File: src/rtl/meas_pkg.sv
package meas_pkg;
  localparam int CH_W     = 3;
  localparam int MAIN_LEN = 4;
  localparam int SLOT_W   = 2;
  localparam int N_LED    = 2;
  localparam int N_CHAN   = 5;

  typedef enum logic [CH_W-1:0] {
    CH_VBAT = 3'd0,
    CH_VBST = 3'd1,
    CH_TEMP = 3'd2,
    CH_LED1 = 3'd3,
    CH_LED2 = 3'd4
  } chan_e;

  // main order: battery, boost, temperature, boost
  function automatic chan_e main_chan(input logic [SLOT_W-1:0] idx);
    case (idx)
      2'd0:    return CH_VBAT;
      2'd2:    return CH_TEMP;
      default: return CH_VBST;
    endcase
  endfunction

  function automatic chan_e led_chan(input logic idx);
    return idx ? CH_LED2 : CH_LED1;
  endfunction
endpackage

File: src/rtl/meas_req_arb.sv
module meas_req_arb
  import meas_pkg::*;
#(
  parameter int FORCE_W = 9
) (
  input  logic               clk,
  input  logic               rst,
  input  logic [N_LED-1:0]   led_en,
  input  logic [FORCE_W-1:0] force_seq,
  input  logic               main_done,
  input  logic               seq_end,
  input  logic               at_point,
  output logic               grant,
  output logic               grant_ch
);
  localparam int GAP_W = $clog2(MAIN_LEN + 1);
  localparam logic [GAP_W-1:0] GAP_FULL = GAP_W'(MAIN_LEN);
  localparam logic [GAP_W-1:0] GAP_OK   = GAP_W'(MAIN_LEN - 1);

  logic [N_LED-1:0]   en_q, pend, fall, clr;
  logic               prio, pick, force_due, allowed;
  logic [FORCE_W-1:0] seq_cnt;
  logic [GAP_W-1:0]   gap;

  always_comb begin
    fall      = en_q & ~led_en;
    force_due = (force_seq != '0) && (seq_cnt >= force_seq);
    // the completion happening now counts toward the gap
    allowed   = gap >= GAP_OK;
    case (pend)
      2'b01:   pick = 1'b0;
      2'b10:   pick = 1'b1;
      default: pick = prio;
    endcase
    grant    = at_point && allowed && ((|pend) || force_due);
    grant_ch = pick;
    clr      = '0;
    if (grant) clr[pick] = 1'b1;
  end

  always_ff @(posedge clk) begin
    if (rst) begin
      en_q    <= '0;
      pend    <= '0;
      prio    <= 1'b0;
      seq_cnt <= '0;
      gap     <= GAP_FULL;
    end else begin
      en_q <= led_en;
      pend <= (pend & ~clr) | fall;
      if (grant) begin
        prio    <= ~prio;
        gap     <= '0;
        seq_cnt <= '0;
      end else if (main_done) begin
        if (gap != GAP_FULL) gap <= gap + 1'b1;
        if (seq_end && seq_cnt != '1) seq_cnt <= seq_cnt + 1'b1;
      end
    end
  end

  // the flag flips after every served LED conversion
  a_r6_prio_flip: assert property (@(posedge clk) disable iff (rst)
    grant |=> (prio != $past(prio)));

  // nothing pending and forcing off means no insertion
  a_r7_no_force_when_zero: assert property (@(posedge clk) disable iff (rst)
    (force_seq == '0 && pend == '0) |-> !grant);

  // a lone request is consumed when served
  a_r3_single_served: assert property (@(posedge clk) disable iff (rst)
    (grant && pend == 2'b01 && fall == 2'b00) |=> (pend == 2'b00));
endmodule

File: src/rtl/meas_slot_fsm.sv
module meas_slot_fsm
  import meas_pkg::*;
(
  input  logic            clk,
  input  logic            rst,
  input  logic            conv_done,
  input  logic            grant,
  input  logic            grant_ch,
  output logic            conv_start,
  output logic [CH_W-1:0] mux_sel,
  output logic            main_done,
  output logic            seq_end,
  output logic            at_point,
  output logic            wr_en,
  output logic [CH_W-1:0] wr_ch,
  output logic            led_active,
  output logic            led_idx
);
  typedef enum logic {ST_ISSUE, ST_WAIT} st_e;

  st_e               st;
  logic [SLOT_W-1:0] slot;
  chan_e             cur;

  always_comb begin
    cur       = led_active ? led_chan(led_idx) : main_chan(slot);
    wr_en     = (st == ST_WAIT) && conv_done;
    main_done = wr_en && !led_active;
    at_point  = main_done && (cur == CH_VBST);
    seq_end   = main_done && (slot == SLOT_W'(MAIN_LEN - 1));
    wr_ch     = cur;
  end

  always_ff @(posedge clk) begin
    if (rst) begin
      st         <= ST_ISSUE;
      slot       <= '0;
      led_active <= 1'b0;
      led_idx    <= 1'b0;
      conv_start <= 1'b0;
      mux_sel    <= '0;
    end else begin
      case (st)
        ST_ISSUE: begin
          conv_start <= 1'b1;
          mux_sel    <= cur;
          st         <= ST_WAIT;
        end
        default: begin
          conv_start <= 1'b0;
          if (conv_done) begin
            st <= ST_ISSUE;
            if (led_active) begin
              led_active <= 1'b0;
            end else begin
              slot <= (slot == SLOT_W'(MAIN_LEN - 1)) ? '0 : slot + 1'b1;
              if (grant) begin
                led_active <= 1'b1;
                led_idx    <= grant_ch;
              end
            end
          end
        end
      endcase
    end
  end

  // start strobe lasts one cycle
  a_r1_start_pulse: assert property (@(posedge clk) disable iff (rst)
    conv_start |=> !conv_start);

  // select moves only together with a new start strobe
  a_r1_sel_hold: assert property (@(posedge clk) disable iff (rst)
    !$rose(conv_start) |-> $stable(mux_sel));
endmodule

File: src/rtl/meas_result_bank.sv
module meas_result_bank
  import meas_pkg::*;
#(
  parameter int DATA_W = 8,
  parameter int ADDR_W = 3
) (
  input  logic              clk,
  input  logic              rst,
  input  logic              wr_en,
  input  logic [CH_W-1:0]   wr_ch,
  input  logic              wr_on,
  input  logic [DATA_W-1:0] wr_data,
  input  logic [ADDR_W-1:0] rd_addr,
  output logic [DATA_W-1:0] rd_data
);
  localparam int N_MAIN = N_CHAN;
  localparam int N_REG  = N_MAIN + N_LED;

  logic [DATA_W-1:0] plain_mem [N_MAIN];
  logic [DATA_W-1:0] on_mem    [N_LED];
  logic [DATA_W-1:0] rd_word;

  always_comb begin
    rd_word = '0;
    for (int i = 0; i < N_MAIN; i++)
      if (rd_addr == ADDR_W'(i)) rd_word = plain_mem[i];
    for (int j = 0; j < N_LED; j++)
      if (rd_addr == ADDR_W'(N_MAIN + j)) rd_word = on_mem[j];
  end

  always_ff @(posedge clk) begin
    if (rst) begin
      for (int i = 0; i < N_MAIN; i++) plain_mem[i] <= '0;
      for (int j = 0; j < N_LED; j++)  on_mem[j]    <= '0;
      rd_data <= '0;
    end else begin
      if (wr_en) begin
        for (int i = 0; i < N_MAIN; i++)
          if (wr_ch == CH_W'(i)) plain_mem[i] <= wr_data;
        if (wr_on)
          for (int j = 0; j < N_LED; j++)
            if (wr_ch == CH_W'(int'(CH_LED1) + j)) on_mem[j] <= wr_data;
      end
      rd_data <= rd_word;
    end
  end

  // a conversion taken with the string disabled leaves on-state values alone
  a_r4_on_kept: assert property (@(posedge clk) disable iff (rst)
    (wr_en && !wr_on) |=> ($stable(on_mem[0]) && $stable(on_mem[1])));

  // addresses past the map read zero
  a_r8_unmapped: assert property (@(posedge clk) disable iff (rst)
    (32'(rd_addr) >= N_REG) |=> (rd_data == '0));
endmodule

File: src/rtl/meas_sequencer.sv
module meas_sequencer
  import meas_pkg::*;
#(
  parameter int DATA_W  = 8,
  parameter int FORCE_W = 9,
  parameter int ADDR_W  = 3
) (
  input  logic               clk,
  input  logic               rst,
  input  logic [1:0]         led_en,
  input  logic [FORCE_W-1:0] force_seq,
  input  logic               conv_done,
  input  logic [DATA_W-1:0]  conv_data,
  input  logic [ADDR_W-1:0]  rd_addr,
  output logic               conv_start,
  output logic [2:0]         mux_sel,
  output logic [DATA_W-1:0]  rd_data
);
  logic            grant, grant_ch;
  logic            main_done, seq_end, at_point, wr_en, led_active, led_idx, wr_on;
  logic [CH_W-1:0] wr_ch;

  meas_req_arb #(.FORCE_W(FORCE_W)) u_arb (
    .clk       (clk),
    .rst       (rst),
    .led_en    (led_en),
    .force_seq (force_seq),
    .main_done (main_done),
    .seq_end   (seq_end),
    .at_point  (at_point),
    .grant     (grant),
    .grant_ch  (grant_ch)
  );

  meas_slot_fsm u_fsm (
    .clk        (clk),
    .rst        (rst),
    .conv_done  (conv_done),
    .grant      (grant),
    .grant_ch   (grant_ch),
    .conv_start (conv_start),
    .mux_sel    (mux_sel),
    .main_done  (main_done),
    .seq_end    (seq_end),
    .at_point   (at_point),
    .wr_en      (wr_en),
    .wr_ch      (wr_ch),
    .led_active (led_active),
    .led_idx    (led_idx)
  );

  // enable level at the moment the result lands decides the dual write
  assign wr_on = led_active && led_en[led_idx];

  meas_result_bank #(.DATA_W(DATA_W), .ADDR_W(ADDR_W)) u_bank (
    .clk     (clk),
    .rst     (rst),
    .wr_en   (wr_en),
    .wr_ch   (wr_ch),
    .wr_on   (wr_on),
    .wr_data (conv_data),
    .rd_addr (rd_addr),
    .rd_data (rd_data)
  );
endmodule

File: config.mk
export PLATFORM = sky130hd
export DESIGN_NAME = meas_sequencer
export DESIGN_NICKNAME = d
export VERILOG_FILES = /design/src/rtl/meas_pkg.sv /design/src/rtl/meas_req_arb.sv /design/src/rtl/meas_slot_fsm.sv /design/src/rtl/meas_result_bank.sv /design/src/rtl/meas_sequencer.sv
export SDC_FILE = /design/constraint.sdc
export NUM_CORES = 1
export LEC_CHECK = 0
export ABC_AREA = 1
export BUFFER_PORTS_ARGS = -buffer_cell sky130_fd_sc_hd__buf_2
export CAP_MARGIN = 20
export CORE_AREA = 2 2 97 99
export CTS_CLUSTER_SIZE = 14
export DETAILED_ROUTE_END_ITERATION = 6
export DIE_AREA = 0 0 99 101
export PLACE_DENSITY = 0.77
export REMOVE_ABC_BUFFERS = 1
export SETUP_SLACK_MARGIN = 0.1
export SYNTH_ARGS = -nofsm -noshare
export SYNTH_HDL_FRONTEND = slang
export SYNTH_HIERARCHICAL = 1
export SYNTH_SLANG_ARGS = --single-unit
File: constraint.sdc
create_clock -name clk -period 2 [get_ports clk]
set_input_delay 0.4 -clock clk [delete_from_list [all_inputs] [get_ports clk]]
set_output_delay 0.4 -clock clk [all_outputs]
set_load 0.05 [all_outputs]
==> results.ini <==
[setup_path]
rr_worst_depth=11
end_kind=register
path_cells=inv_2, ha_2, o21ai_2, inv_2, nor2_4, nand2_2, nor3_4, buf_4, a21oi_4, buf_4, nor2_4
crit_slowest_cell=dfxtp_2
rr_endpoint=u_bank/plain_mem[0][25]
crit_required_ns=2.20
critPathMaxFanout=8
cp-start-kind=register
worst-path-stages=11
path_delay_family=simple AND/OR/NAND/NOR gates
rr_startpoint=u_fsm/slot[0]
worstPathArrival_ns=2.06
critPathLaunch=u_fsm/slot[0]
cp_num_buf_inv=4
critical_path_class=reg2reg
slowest_delay_ns=0.34
r2r_setup_slack_ns=0.13

[placement]
placedCellCount=629
dp_hpwl_um=6096
dp_slack_ns=-0.09006
port_buffers=36
place.gp.congestion=0.8836

[synthesis]
yosys.area.top_type=edfxtp_1
synthXorXnorAreaFrac_pct=0.8294
synthMuxAreaShare_pct=0
synth_fa_ha_area_share_pct=5.332
yosys.area.top_type_share_pct=39.81
synthSimpleGateAreaFrac_pct=25.68
ys_warn_count=6
ys.flop_type=edfxtp_1
yosysMostFrequentCell=nand2_1
synth.yosys.seq_area_share_pct=55.92
async_reset_ff_share_pct=0
synth_top_family_by_area=simple AND/OR/NAND/NOR gates
synth_seq_cells=90
syn_avg_cell_area_um2=8.912
synth_common_cells=100 x nand2_1, 81 x inv_1, 74 x nor2_1
synthCells=474
synth_area_um2=4224
synth_edf_count=56
synth_compound_area_share_pct=3.584
synth.distinct_cells=31
synthTopCellsByArea=edfxtp_1 40%, dfxtp_1 16%, nand2_1 8.9%, inv_1 7.2%, nor2_1 6.6%

[global_route]
grt.total_usage_pct=17.17
antenna_found_initial=0
grt_pass1_wl_um=13430
grt_max_degree=19
gr-total-overflow=0
grt_pass1_vias=3077

[sta]
maxSlewViolCount=0
rsz0062_at_grt=yes
worst_pin_slew_ns=0.5967
setup_ws_ns=0.1321
setup_viol=0
max_freq_mhz=535.4
finClkSkew_ns=0.008944
hold_violations=0
slew_headroom_pct=60.00
period_needed_ns=1.868
period_share_pct=93.40
timing.hold.ws_ns=0.2842
tns_ns=0

[cts]
htree_levels=3
cts_buffer_depth=2
worstSkewPairLatency_ns=0.35
cts_tree=yes
root_buffer=clkbuf_8
clk_pin_slew_ns=0.09
cts_inserted_buffers=9
clock-sinks=90

[floorplan]
start_util_pct=47.05
dieArea_um2=9999
die_h_um=101
rows=35
die_x_um=99
ioPinCount=37
core_area_um2=8977

[final_layout]
num_antenna_cells=0
drive_gt1_share_pct=27.07
fin_cells=654
fillers=746
syn2layout_area_growth_pct=20.73
multi_input_area_um2=1674
seq_area_um2=2387
nets=581

[route]
vias=3329
drtIter0Drc=124
ant_nets=0
totalWireLength_um=8850
wire_per_inst_um=13.53
firstDrtPassIters=7
drc=0
viasPerCell=5.090

[run_status]
run_status=complete, no violations

[power]
finalPower_mw=3.692
p_leak_nw=2.295
power.density_nw_per_um2=724.0
vdd_ir_drop_max_v=0.0004738

[min_path]
hold_path.class=in2reg
min_path_cells=3
hold_start=led_en[1]
min_to=u_arb/en_q[1]

[flow_run]
cap_violations=0

area by class of cell:
cell class | count | share of cell area [%]
Timing Repair Buffer | 61 | 7.458
Clock inverter | 7 | 1.521
Sequential cell | 90 | 46.81
Inverter | 84 | 6.232
Clock buffer | 9 | 2.429
Multi-Input combinational cell | 292 | 32.83
Tap cell | 111 | 2.723
worst max path at each step:
stage / to / slack (ns)
final: u_bank/plain_mem[0][25] / 0.13
after global routing: u_fsm/led_active / 0.04
after CTS: u_arb/seq_cnt[5] / 0.11
after detailed placement: u_bank/on_mem[0][9] / -0.09
after global placement: u_bank/on_mem[0][14] / 0.02
after floorplan: u_bank/plain_mem[0][32] / -0.06
flip-flops by register name (all words and copies together), names as in the netlist:
register          count
u_bank/plain_mem     40
u_bank/on_mem        16
u_arb/seq_cnt         9
u_bank/rd_data        8
u_arb/gap             3
u_fsm/mux_sel         3
u_arb/en_q            2
u_arb/pend            2
u_fsm/slot            2
u_arb/prio            1
u_fsm/conv_start      1
u_fsm/led_active      1
u_fsm/led_idx         1
u_fsm/st              1
cells by family (layout without fill, tap and decap cells):
group / count (synthesis) / after routing
flops: 90 / 90
compound gates: 28 / 28
simple gates: 242 / 242
fa+ha+maj: 18 / 18
xor+xnor: 4 / 4
buf+inv: 92 / 161
per-stage QoR:
| step | instance area, µm² | util, % |
|---|---|---|
| 6_report | 5100 | 56.81 |
| 3_5_place_dp | 4626 | 51.53 |
| 3_3_place_gp | 4626 | 51.53 |
| 5_1_grt | 5100 | 56.81 |
| 4_1_cts | 4850 | 54.02 |
| 2_1_floorplan | 4174 | - |
power by group:
part,leakage (nW),switching (mW),internal (mW)
clock,0.0954,0.643,0.588
combinational,1.33,0.272,0.122
sequential,0.865,0.0255,2.04
tightest hold or removal path: stages:
cell	delay [ns]
buf_2	0.09
inv_1	0.05
nor2_1	0.07
repair_timing:
action / in CTS / in global routing
endpoints found under the hold margin: 0 / 0
pin swaps: 0 / 15
setup endpoints to repair: 64 / 79
cloned: 0 / 0
hold buffers: 0 / 0
buffers inserted: 0 / 9
gates resized for setup: 9 / 63
cell usage in the layout, fill, tap and decap left out, types with 3 or more instances in the layout:
master    count
a21oi_1      11
buf_2        36
buf_4        24
clkbuf_8      9
dfxtp_1      22
dfxtp_2       8
dfxtp_4       4
edfxtp_1     56
ha_1         13
ha_4          3
inv_1        75
inv_2         8
nand2_1      95
nand2_2       7
nand3_1      23
nand4_1      26
nor2_1       53
nor2_2       17
nor2_4        8
nor3_2        4
o21ai_0       9
routing by layer:
layer,share of wire [%],up-vias,global-route usage (%)
met2,51,97,28.85
met4,2.0,0,6.533
met5,0,-,0
met1,41,1560,21.46
met3,6.0,16,4.300
li1,-,1656,-
(Power assumes the default switching activity.)
